`src/rtl/im_emu_pkg.sv`:
```
package im_emu_pkg;
  localparam int SIG_W   = 18;
  localparam int COEF_W  = 16;
  localparam int ACC_W   = 40;
  localparam int N_COEF  = 8;
  localparam int N_STEP  = 19;
  localparam int STEP_W  = $clog2(N_STEP);
  localparam int CA_W    = $clog2(N_COEF);

  typedef enum logic [3:0] {
    D_NONE, D_GI, D_GF, D_N0, D_N1, D_N2, D_N3, D_CROSS, D_TE
  } dst_e;

  // a_sel: 0..7 coef, 8 gi, 9 gf, 10 psi_a, 11 psi_b
  // b_sel: 0 i_a, 1 i_b, 2 psi_a, 3 psi_b, 4 v_a, 5 v_b, 6 w, 7 cross
  typedef struct packed {
    logic [3:0] a_sel;
    logic [2:0] b_sel;
    logic       clr;
    logic       neg;
    dst_e       dst;
    logic       sh_hi;  // shift by 16 instead of 14
  } op_t;

  function automatic op_t mk(logic [3:0] a, logic [2:0] b, logic c, logic n,
                             dst_e d, logic h);
    op_t o;
    o.a_sel = a; o.b_sel = b; o.clr = c; o.neg = n; o.dst = d; o.sh_hi = h;
    return o;
  endfunction

  function automatic op_t op_decode(logic [STEP_W-1:0] s);
    op_t o;
    case (s)
      5'd0:  o = mk(4'd2,  3'd6, 1'b1, 1'b0, D_GI,    1'b1);
      5'd1:  o = mk(4'd6,  3'd6, 1'b1, 1'b0, D_GF,    1'b1);
      5'd2:  o = mk(4'd0,  3'd0, 1'b1, 1'b0, D_NONE,  1'b0);
      5'd3:  o = mk(4'd1,  3'd2, 1'b0, 1'b0, D_NONE,  1'b0);
      5'd4:  o = mk(4'd8,  3'd3, 1'b0, 1'b0, D_NONE,  1'b0);
      5'd5:  o = mk(4'd3,  3'd4, 1'b0, 1'b0, D_N0,    1'b0);
      5'd6:  o = mk(4'd0,  3'd1, 1'b1, 1'b0, D_NONE,  1'b0);
      5'd7:  o = mk(4'd1,  3'd3, 1'b0, 1'b0, D_NONE,  1'b0);
      5'd8:  o = mk(4'd8,  3'd2, 1'b0, 1'b1, D_NONE,  1'b0);
      5'd9:  o = mk(4'd3,  3'd5, 1'b0, 1'b0, D_N1,    1'b0);
      5'd10: o = mk(4'd4,  3'd0, 1'b1, 1'b0, D_NONE,  1'b0);
      5'd11: o = mk(4'd5,  3'd2, 1'b0, 1'b0, D_NONE,  1'b0);
      5'd12: o = mk(4'd9,  3'd3, 1'b0, 1'b1, D_N2,    1'b0);
      5'd13: o = mk(4'd4,  3'd1, 1'b1, 1'b0, D_NONE,  1'b0);
      5'd14: o = mk(4'd5,  3'd3, 1'b0, 1'b0, D_NONE,  1'b0);
      5'd15: o = mk(4'd9,  3'd2, 1'b0, 1'b0, D_N3,    1'b0);
      5'd16: o = mk(4'd10, 3'd1, 1'b1, 1'b0, D_NONE,  1'b1);
      5'd17: o = mk(4'd11, 3'd0, 1'b0, 1'b1, D_CROSS, 1'b1);
      5'd18: o = mk(4'd7,  3'd7, 1'b1, 1'b0, D_TE,    1'b0);
      default: o = mk(4'd0, 3'd0, 1'b1, 1'b0, D_NONE, 1'b0);
    endcase
    return o;
  endfunction
endpackage

```
`src/rtl/im_emu_seq.sv`:
```
module im_emu_seq
  import im_emu_pkg::*;
(
  input  logic              clk_i,
  input  logic              rst_ni,
  input  logic              start_i,
  output logic              busy_o,
  output logic              done_o,
  output logic [STEP_W-1:0] step_o
);
  localparam logic [STEP_W-1:0] LAST = STEP_W'(N_STEP - 1);

  always_ff @(posedge clk_i or negedge rst_ni) begin
    if (!rst_ni) begin
      busy_o <= 1'b0;
      done_o <= 1'b0;
      step_o <= '0;
    end else begin
      done_o <= 1'b0;
      if (!busy_o) begin
        if (start_i) begin
          busy_o <= 1'b1;
          step_o <= '0;
        end
      end else if (step_o == LAST) begin
        busy_o <= 1'b0;
        done_o <= 1'b1;
      end else begin
        step_o <= step_o + 1'b1;
      end
    end
  end

  p_done_pulse_r2: assert property (@(posedge clk_i) disable iff (!rst_ni)
    done_o |=> !done_o);
  p_done_after_busy_r2: assert property (@(posedge clk_i) disable iff (!rst_ni)
    done_o |-> $past(busy_o));
  p_ignore_start_r7: assert property (@(posedge clk_i) disable iff (!rst_ni)
    (busy_o && step_o != LAST) |=> (busy_o && step_o == $past(step_o) + 1'b1));
endmodule

```
`src/rtl/im_emu_coef.sv`:
```
module im_emu_coef
  import im_emu_pkg::*;
(
  input  logic                     clk_i,
  input  logic                     rst_ni,
  input  logic                     we_i,
  input  logic [CA_W-1:0]          addr_i,
  input  logic [COEF_W-1:0]        data_i,
  input  logic                     load_i,
  output logic [N_COEF*COEF_W-1:0] coef_o
);
  for (genvar g = 0; g < N_COEF; g++) begin : g_coef
    logic [COEF_W-1:0] stage_q;
    logic              hit;
    assign hit = we_i && (addr_i == CA_W'(g));

    always_ff @(posedge clk_i or negedge rst_ni) begin
      if (!rst_ni) begin
        stage_q                    <= '0;
        coef_o[g*COEF_W +: COEF_W] <= '0;
      end else begin
        if (hit) stage_q <= data_i;
        // forward a same-cycle write into the working bank
        if (load_i) coef_o[g*COEF_W +: COEF_W] <= hit ? data_i : stage_q;
      end
    end
  end
endmodule

```
`src/rtl/im_emu_mac.sv`:
```
module im_emu_mac
  import im_emu_pkg::*;
(
  input  logic                    clk_i,
  input  logic                    rst_ni,
  input  logic                    en_i,
  input  logic                    clr_i,
  input  logic                    neg_i,
  input  logic signed [SIG_W-1:0] a_i,
  input  logic signed [SIG_W-1:0] b_i,
  output logic signed [ACC_W-1:0] sum_o
);
  logic signed [2*SIG_W-1:0] prod;
  logic signed [ACC_W-1:0]   prod_x, acc_q;

  assign prod   = a_i * b_i;
  assign prod_x = ACC_W'(prod);
  assign sum_o  = (clr_i ? '0 : acc_q) + (neg_i ? -prod_x : prod_x);

  always_ff @(posedge clk_i or negedge rst_ni) begin
    if (!rst_ni)   acc_q <= '0;
    else if (en_i) acc_q <= sum_o;
  end
endmodule

```
`src/rtl/im_emulator.sv`:
```
module im_emulator
  import im_emu_pkg::*;
(
  input  logic                    clk_i,
  input  logic                    rst_ni,
  input  logic                    start_i,
  input  logic signed [17:0]      v_alpha_i,
  input  logic signed [17:0]      v_beta_i,
  input  logic signed [17:0]      speed_i,
  input  logic                    coef_we_i,
  input  logic [2:0]              coef_addr_i,
  input  logic [15:0]             coef_data_i,
  output logic signed [17:0]      i_alpha_o,
  output logic signed [17:0]      i_beta_o,
  output logic signed [17:0]      flux_alpha_o,
  output logic signed [17:0]      flux_beta_o,
  output logic signed [17:0]      torque_o,
  output logic                    busy_o,
  output logic                    done_o,
  output logic                    sat_o
);
  localparam logic signed [ACC_W-1:0] SIG_MAX  = ACC_W'((1 << (SIG_W - 1)) - 1);
  localparam logic signed [ACC_W-1:0] SIG_MIN  = -SIG_MAX - 1;
  localparam logic signed [ACC_W-1:0] COEF_MAX = ACC_W'((1 << (COEF_W - 1)) - 1);
  localparam logic signed [ACC_W-1:0] COEF_MIN = -COEF_MAX - 1;

  logic [STEP_W-1:0]          step;
  logic                       start_ok;
  logic [N_COEF*COEF_W-1:0]   coef_act;
  op_t                        op;
  logic signed [SIG_W-1:0]    st_q [4];  // i_a, i_b, psi_a, psi_b
  logic signed [SIG_W-1:0]    nx_q [3];
  logic signed [COEF_W-1:0]   gi_q, gf_q;
  logic signed [SIG_W-1:0]    cross_q, te_q, va_q, vb_q, w_q;
  logic signed [SIG_W-1:0]    a_op, b_op;
  logic signed [ACC_W-1:0]    sum, shv, wb_v, lim_hi, lim_lo;
  logic                       clip, sat_q;

  assign start_ok = start_i && !busy_o;
  assign op       = op_decode(step);

  im_emu_seq u_seq (
    .clk_i(clk_i), .rst_ni(rst_ni), .start_i(start_i),
    .busy_o(busy_o), .done_o(done_o), .step_o(step)
  );

  im_emu_coef u_coef (
    .clk_i(clk_i), .rst_ni(rst_ni), .we_i(coef_we_i), .addr_i(coef_addr_i),
    .data_i(coef_data_i), .load_i(start_ok), .coef_o(coef_act)
  );

  always_comb begin
    case (op.a_sel)
      4'd8:    a_op = SIG_W'(gi_q);
      4'd9:    a_op = SIG_W'(gf_q);
      4'd10:   a_op = st_q[2];
      4'd11:   a_op = st_q[3];
      default: a_op = SIG_W'($signed(coef_act[op.a_sel[2:0]*COEF_W +: COEF_W]));
    endcase
    case (op.b_sel)
      3'd4:    b_op = va_q;
      3'd5:    b_op = vb_q;
      3'd6:    b_op = w_q;
      3'd7:    b_op = cross_q;
      default: b_op = st_q[op.b_sel[1:0]];
    endcase
  end

  im_emu_mac u_mac (
    .clk_i(clk_i), .rst_ni(rst_ni), .en_i(busy_o), .clr_i(op.clr),
    .neg_i(op.neg), .a_i(a_op), .b_i(b_op), .sum_o(sum)
  );

  // floor to destination format, then clip
  always_comb begin
    shv = op.sh_hi ? (sum >>> 16) : (sum >>> 14);
    if (op.dst == D_GI || op.dst == D_GF) begin
      lim_hi = COEF_MAX; lim_lo = COEF_MIN;
    end else begin
      lim_hi = SIG_MAX;  lim_lo = SIG_MIN;
    end
    clip = (shv > lim_hi) || (shv < lim_lo);
    wb_v = (shv > lim_hi) ? lim_hi : ((shv < lim_lo) ? lim_lo : shv);
  end

  always_ff @(posedge clk_i or negedge rst_ni) begin
    if (!rst_ni) begin
      for (int i = 0; i < 4; i++) st_q[i] <= '0;
      for (int i = 0; i < 3; i++) nx_q[i] <= '0;
      gi_q <= '0; gf_q <= '0; cross_q <= '0; te_q <= '0;
      va_q <= '0; vb_q <= '0; w_q <= '0; sat_q <= 1'b0;
    end else begin
      if (start_ok) begin
        va_q <= v_alpha_i; vb_q <= v_beta_i; w_q <= speed_i;
      end
      if (busy_o) begin
        if (op.dst != D_NONE && clip) sat_q <= 1'b1;
        case (op.dst)
          D_GI:    gi_q    <= wb_v[COEF_W-1:0];
          D_GF:    gf_q    <= wb_v[COEF_W-1:0];
          D_N0:    nx_q[0] <= wb_v[SIG_W-1:0];
          D_N1:    nx_q[1] <= wb_v[SIG_W-1:0];
          D_N2:    nx_q[2] <= wb_v[SIG_W-1:0];
          D_N3: begin
            st_q[0] <= nx_q[0]; st_q[1] <= nx_q[1];
            st_q[2] <= nx_q[2]; st_q[3] <= wb_v[SIG_W-1:0];
          end
          D_CROSS: cross_q <= wb_v[SIG_W-1:0];
          D_TE:    te_q    <= wb_v[SIG_W-1:0];
          default: ;
        endcase
      end
    end
  end

  assign i_alpha_o    = st_q[0];
  assign i_beta_o     = st_q[1];
  assign flux_alpha_o = st_q[2];
  assign flux_beta_o  = st_q[3];
  assign torque_o     = te_q;
  assign sat_o        = sat_q;

  p_state_hold_r3: assert property (@(posedge clk_i) disable iff (!rst_ni)
    !busy_o |=> $stable({st_q[0], st_q[1], st_q[2], st_q[3], te_q}));
  p_coef_frozen_r8: assert property (@(posedge clk_i) disable iff (!rst_ni)
    busy_o |=> $stable(coef_act));
  p_inputs_latched_r10: assert property (@(posedge clk_i) disable iff (!rst_ni)
    busy_o |=> $stable({va_q, vb_q, w_q}));
  p_sat_sticky_r6: assert property (@(posedge clk_i) disable iff (!rst_ni)
    sat_q |=> sat_q);
endmodule

```
`config.mk`:
```
export PLATFORM = sky130hd
export DESIGN_NAME = im_emulator
export DESIGN_NICKNAME = d
export VERILOG_FILES = /design/src/rtl/im_emu_pkg.sv /design/src/rtl/im_emu_seq.sv /design/src/rtl/im_emu_coef.sv /design/src/rtl/im_emu_mac.sv /design/src/rtl/im_emulator.sv
export SDC_FILE = /design/constraint.sdc
export NUM_CORES = 2
export LEC_CHECK = 0
export ABC_CLOCK_PERIOD_IN_PS = 17120
export BUFFER_PORTS_ARGS = -buffer_cell sky130_fd_sc_hd__buf_2
export CAP_MARGIN = 5
export CORE_ASPECT_RATIO = 1.25
export CORE_MARGIN = 2
export CORE_UTILIZATION = 64
export DETAILED_ROUTE_END_ITERATION = 8
export PLACE_DENSITY = 0.8
export SLEW_MARGIN = 10
export SYNTH_ARGS = -nofsm -noshare
export SYNTH_HDL_FRONTEND = slang
export SYNTH_SLANG_ARGS = --single-unit
export TNS_END_PERCENT = 1
```
`constraint.sdc`:
```
create_clock -name clk_i -period 17.12 [get_ports clk_i]
set_input_delay 2.568 -clock clk_i [delete_from_list [all_inputs] [get_ports clk_i]]
set_output_delay 2.568 -clock clk_i [all_outputs]
set_load 0.02 [all_outputs]
```
# ---- Word-level counts from Yosys, hierarchy flattened
# Memories as Yosys holds them, arrays and structs flattened.
# Index checks and enable logic that the tools add are counted.
dict set report word_totals {
  register_bits 552
  latch_bits 0
  ram_bits 0
  rom_bits 448
  inputBits 77
  memories 1
}
dict set report op_classes {
  n_addsub 3
  multipliers 1
  div 0
  magnitude_cmp 3
  eq_ne 25
  n_shift 1
  muxes 28
  bitwise_logic 1
  reduce_logical 26
}
# name depth width read_ports rd_ports_with_merged_regs wr line_no
set memory_table {}
lappend memory_table {{(name not given)} 32 14 1 0 0 im_emu_pkg.sv:34} ;# case (s)
# cell n
set ops {}
lappend ops {{$pmux W18 S4} 2}
lappend ops {{$mux W16} 8}
lappend ops {{$shiftx A128 B8 Y16} 1}
lappend ops {{$mux W40} 2}
lappend ops {{$mux W18} 4}
lappend ops {{$add A40 B40 Y40} 1}
lappend ops {{$neg A40 Y40} 1}
lappend ops {{$bmux W18 S2} 1}
lappend ops {{$mul A18 B18 Y36} 1}
lappend ops {{$mux W17} 2}
lappend ops {{$gt A26 B18 Y1} 1}
lappend ops {{$lt A26 B18 Y1} 1}
lappend ops {{$mux W25} 1}
lappend ops {{$eq A3 B3 Y1 const B} 8}
lappend ops {{$eq A4 B4 Y1 const B} 5}
lappend ops {{$reduce_and A2 Y1} 10}
lappend ops {{$eq A4 B3 Y1 const B} 4}
lappend ops {{$mux W5} 3}
lappend ops {{$logic_and A1 B1 Y1} 10}
lappend ops {{$eq A4 B2 Y1 const B} 2}
lappend ops {{$eq A3 B2 Y1 const B} 2}
lappend ops {{$add A5 B1 Y5 const B} 1}
lappend ops {{$eq A5 B5 Y1 const B} 1}
lappend ops {{$mux W1} 5}
lappend ops {{other kinds (10)} 11}

# ---- Longest topological paths before layout
# An unclocked memory read counts as a cell.
dict set report depth {
  ltp_word 15
  ltp_mapped 61
}

# ---- Hierarchy
# From an unflattened synthesis, not the netlist that was laid out.
dict set report hier_totals {
  hier_cells 3821
  area_unflattened_um2 40656.5
}
# module instances cells_per_inst area_each_um2
set modules_own_cells {}
lappend modules_own_cells {im_emu_mac 1 1946 17150.2}
lappend modules_own_cells {im_emulator 1 1292 13255.2}
lappend modules_own_cells {im_emu_coef 1 549 9890.7}
lappend modules_own_cells {im_emu_seq 1 34 360.3}

# ---- Least setup slack after synthesis
# OpenSTA, ideal clock, no wires.
dict set report synth_path {
  kind {register -> register}
  startpoint {register u_seq.step_o[1]}
  endpoint {register gf_q[15]}
  setup_ps 125
  t_arrival_ps 13485
  required_ps 16995
  slack_ps 3510
  path_stages_with_launch 57
  n_path_buf 8
  synth_period_minus_slack_ps 13610
  path_cell_list {dfrtp_1 -> clkbuf_1 -> inv_1 -> ha_1 -> nand2b_1 -> o21ai_0 -> a221oi_2 -> clkbuf_1 -> buf_1 -> mux2i_1 -> nor2_1 -> a21oi_1 -> o21ai_1 -> clkbuf_1 -> nand2_1 -> fa_1 -> inv_1 -> fa_1 -> [21 not listed] -> ha_1 -> clkbuf_1 -> and2_1 -> a221oi_1 -> nand2_1 -> a21oi_1 -> a21oi_1 -> o311ai_0 -> nand2_1 -> nand2_1 -> ha_1 -> nor2_1 -> o2111ai_1 -> nor4_1 -> nor3_4 -> buf_6 -> o21bai_1 -> mux2_2}
}
dict set report synth_via {
  elab_chain_cells 14
  word_cells_on_any_way 32
  cone_classes {add/sub: 2; mul: 1; order compare: 2; eq/ne: 10; shift: 1; mux: 12; bitwise: 1; reduce/logical: 2; memory: 1}
}
# item line_no
set synth_lines {}
lappend synth_lines {{from (decl)} im_emu_seq.sv:9} ;# output logic [STEP_W-1:0] step_o
lappend synth_lines {{from (signal assigned)} im_emu_seq.sv:29} ;# step_o <= step_o + 1'b1;
lappend synth_lines {{$mem_v2 Z32 W14 (*)} n/a}
lappend synth_lines {{parallel branches: the longest is 13 deep, another holds $neg A40 Y40} n/a}
lappend synth_lines {{to (signal assigned)} im_emulator.sv:100} ;# D_GF: gf_q <= wb_v[COEF_W-1:0];
lappend synth_lines {{to (decl)} im_emulator.sv:33} ;# logic signed [COEF_W-1:0] gi_q, gf_q;
# Mark *: on every way between the ends. The select of a mux whose other input is x is not followed.
# A chain may end at the register's enable or synchronous reset.

# ---- Worst setup path after layout
dict set report layout_path {
  startpoint {register u_seq.step_o[1]}
  endpoint {register nx_q[42] in the netlist's numbering}
}
dict set report layout_via {
  elab_chain_cells 14
  word_cells_on_any_way 33
  cone_classes {add/sub: 2; mul: 1; order compare: 2; eq/ne: 11; shift: 1; mux: 12; bitwise: 1; reduce/logical: 2; memory: 1}
}
# item line_no
set layout_lines {}
lappend layout_lines {{$mem_v2 Z32 W14 (*)} n/a}
lappend layout_lines {{parallel branches: the longest is 13 deep, another holds $neg A40 Y40} n/a}
lappend layout_lines {{to (decl)} im_emulator.sv:32} ;# logic signed [SIG_W-1:0] nx_q [3];
# Marked as above.

==> flow_metrics.env <==
export IMPL_hpwl_um=89900
export IMPL_slew_violations=0
export IMPL_final_fill_count=4560
export IMPL_cts_tree="done"
export IMPL_syn_num_nets=4728
export IMPL_core_area_um2=63000
export IMPL_io_buffers=169
export IMPL_yosysUniqueCellTypes=85
export IMPL_yosys_top_cells_area="dfrtp_1 (34%), fa_1 (16%), mux2_2 (10%), nand2_1 (6.4%), ha_1 (4.5%)"
export IMPL_netlist_area_leader_share=0.340
export IMPL_gp_congestion=1.02
export IMPL_relSlewSlack=0.185
export IMPL_syn_area_um2=40600
export IMPL_outcome="finished clean"
export IMPL_postCtsHoldBufs=0
export IMPL_area_growth_pct=8.97
export IMPL_vias_per_cell=6.24
export IMPL_nets=4808
export IMPL_drv_cap=0
export IMPL_yosysSeqAreaShare=0.340
export IMPL_cts_sinks=552
export IMPL_synth_adder_area_share=0.208
export IMPL_first_pass_iters=5
export IMPL_highest_layer="met4"
export IMPL_drt_initial_drc_count=3254
export IMPL_async_reset_ff_frac=1.00
export IMPL_numCtsBuffers=54
export IMPL_start_kind="flip-flop"
export IMPL_worst_pin_slew_ns=1.22
export IMPL_netlist_instances=4174
export IMPL_synth_compound_area_frac=0.104
export IMPL_utilization=0.703
export IMPL_fin_setup_tns_ns=0
export IMPL_max_stage_delay_ns=0.84
export IMPL_synth_xor_area_frac=0.0203
export IMPL_synth_simple_area_share=0.148
export IMPL_io_pins=170
export IMPL_grt_util_all_layers=0.377
export IMPL_wl_met1_um=46500
export IMPL_drc=0
export IMPL_wl_met3_um=10300
export IMPL_die_x_um=229
export IMPL_overflow=0
export IMPL_die_area_um2=65500
export IMPL_worstSetupEndpointType="flip-flop"
export IMPL_drive_gt1_frac=0.177
export IMPL_final_cell_mix="nand2_1 (687), dfrtp_1 (551), inv_1 (424), mux2_2 (376), fa_1 (331)"
export IMPL_finalSetupViolCount=0
export IMPL_grt_setup_unrepaired="false"
export IMPL_syn_avg_cell_area_um2=9.73
export IMPL_min_period_over_period=0.944
export IMPL_wirelength_um=122000
export IMPL_period_needed_ns=16.15
export IMPL_yosysWarnings=0
export IMPL_grt_max_degree=163
export IMPL_worst_path_max_delay_cell="or3_4"
export IMPL_synth_top_family_by_area="adder cells"
export IMPL_hp_class="reg -> reg"
export IMPL_post_cts_setup_buffers=0
export IMPL_h_tree_depth=2
export IMPL_cts_root_buffer="clkbuf_16"
export IMPL_final_common_cell="nand2_1"
export IMPL_critPathMaxFanout=67
export IMPL_antenna_found_initial=3
export IMPL_synthMuxAreaShare=0.120
export IMPL_grt_pass1_wl_um=189000
export IMPL_hold_viol_final=0
export IMPL_crit_type="reg -> reg"
export IMPL_path_clk_slew_ns=0.07
export IMPL_grt_pass1_vias=32500
export IMPL_routed_wl_met2_um=55600
export IMPL_ys_seq_elements=552
export IMPL_fmaxAchievable_mhz=61.9
export IMPL_num_vias=32100
export IMPL_ant_nets=0
export IMPL_wire_per_inst_um=23.7
export IMPL_cts_resized_gates=0
export IMPL_cp_data_arrival_time_ns=16.68
export IMPL_rows=103
export IMPL_die_y_um=286
export IMPL_synth_edff_count=0
export IMPL_crit_top_cell="inv_1"
export IMPL_start_util=0.645
export IMPL_synth_main_ff_cell="dfrtp_1"
export IMPL_yosysTopAreaCell="dfrtp_1"
export IMPL_final_setup_skew_ns=0.0835
export IMPL_worst_ep_required_time_ns=17.64
export IMPL_clock_latency_ns=0.68
export IMPL_cts_buffer_depth=3
==> cells in the mapped netlist, types with 49 or more instances <==
library cell and instances:
nor2b_1 62, a21oi_1 132, clkbuf_1 177, dfrtp_1 552
xnor2_1 52, o21ai_1 50, a211oi_1 49, nor2_1 221
nand2_1 688, mux2i_1 63, mux2_2 376, inv_1 424
nand3_1 102, a22o_1 51, o21ai_0 121, and2_1 68
fa_1 331, ha_1 146
==> area by class of cell <==
cell class	instances	area (um2)	share of cell area
timing repair buffer	240	1440	0.0325
tap	840	1050	0.0237
clock buffer	74	1500	0.0338
antenna	2	5.00	0.000113
multi-input combinational	2982	24500	0.553
clock inverter	23	375	0.00848
sequential	552	13800	0.312
inverter	424	1590	0.0359
==> per-layer routing <==
| layer | up-vias | track usage |
|---|---|---|
| met5 | - | 0 |
| met4 | 0 | 0.241 |
| met3 | 413 | 0.0685 |
| met2 | 1683 | 0.592 |
| met1 | 15900 | 0.486 |
| li1 | 14000 | - |
==> critical path, delay by kind of cell, from the launching register on <==
kind / cells / cell delay (ns)
simple gates: 15 / 4.14
compound gates: 12 / 4.50
fa+ha+maj: 10 / 4.65
flops: 1 / 0.60
xor+xnor: 2 / 0.31
mux: 1 / 0.58
buf+inv: 10 / 1.16
==> cells by family after synthesis <==
kind of cell             count (synthesis)
AO/OA/AOI/OAI                          635
XOR/XNOR                                94
adder cells (fa/ha/maj)                477
buffers and inverters                  640
flip-flops                             552
multiplexers                           440
AND/OR/NAND/NOR                       1336
==> stage by stage <==
step	std cells	area (um2)	hold WS [ns]	setup WS (ns)
5_1_grt	5136	44300	0.484	0.135
6_report	5137	44300	0.461	0.967
4_1_cts	5135	44300	0.462	1.16
3_5_place_dp	5038	42400	0.449	1.20
3_3_place_gp	5038	42400	0.445	1.36
2_1_floorplan	4174	40600	0.430	3.51
==> flip-flops by register name, summed over array words and instances, names as in the netlist, 40 cells and up <==
signal / cells
u_mac.acc_q: 40
nx_q: 54
u_coef.coef_o: 128
u_coef.g_coef.stage_q: 128
==> path summary, 6_finish.rpt <==
kind	slack [ns]	to	depth (start not counted)	from
max	0.97	nx_q[42]	50	u_seq.step_o[1]
min	0.46	sat_o	1	sat_o
max reg2reg	0.97	nx_q[42]	50	u_seq.step_o[1]
min reg2reg	0.46	sat_o	1	sat_o
max in group asynchronous	11.96	u_coef.coef_o[101]	4	rst_ni
min in group asynchronous	1.95	u_coef.g_coef[6].stage_q[3]	1	rst_ni
Power is not shown: default switching activity piles up to over one toggle a cycle in this logic, so the estimate is an artifact.
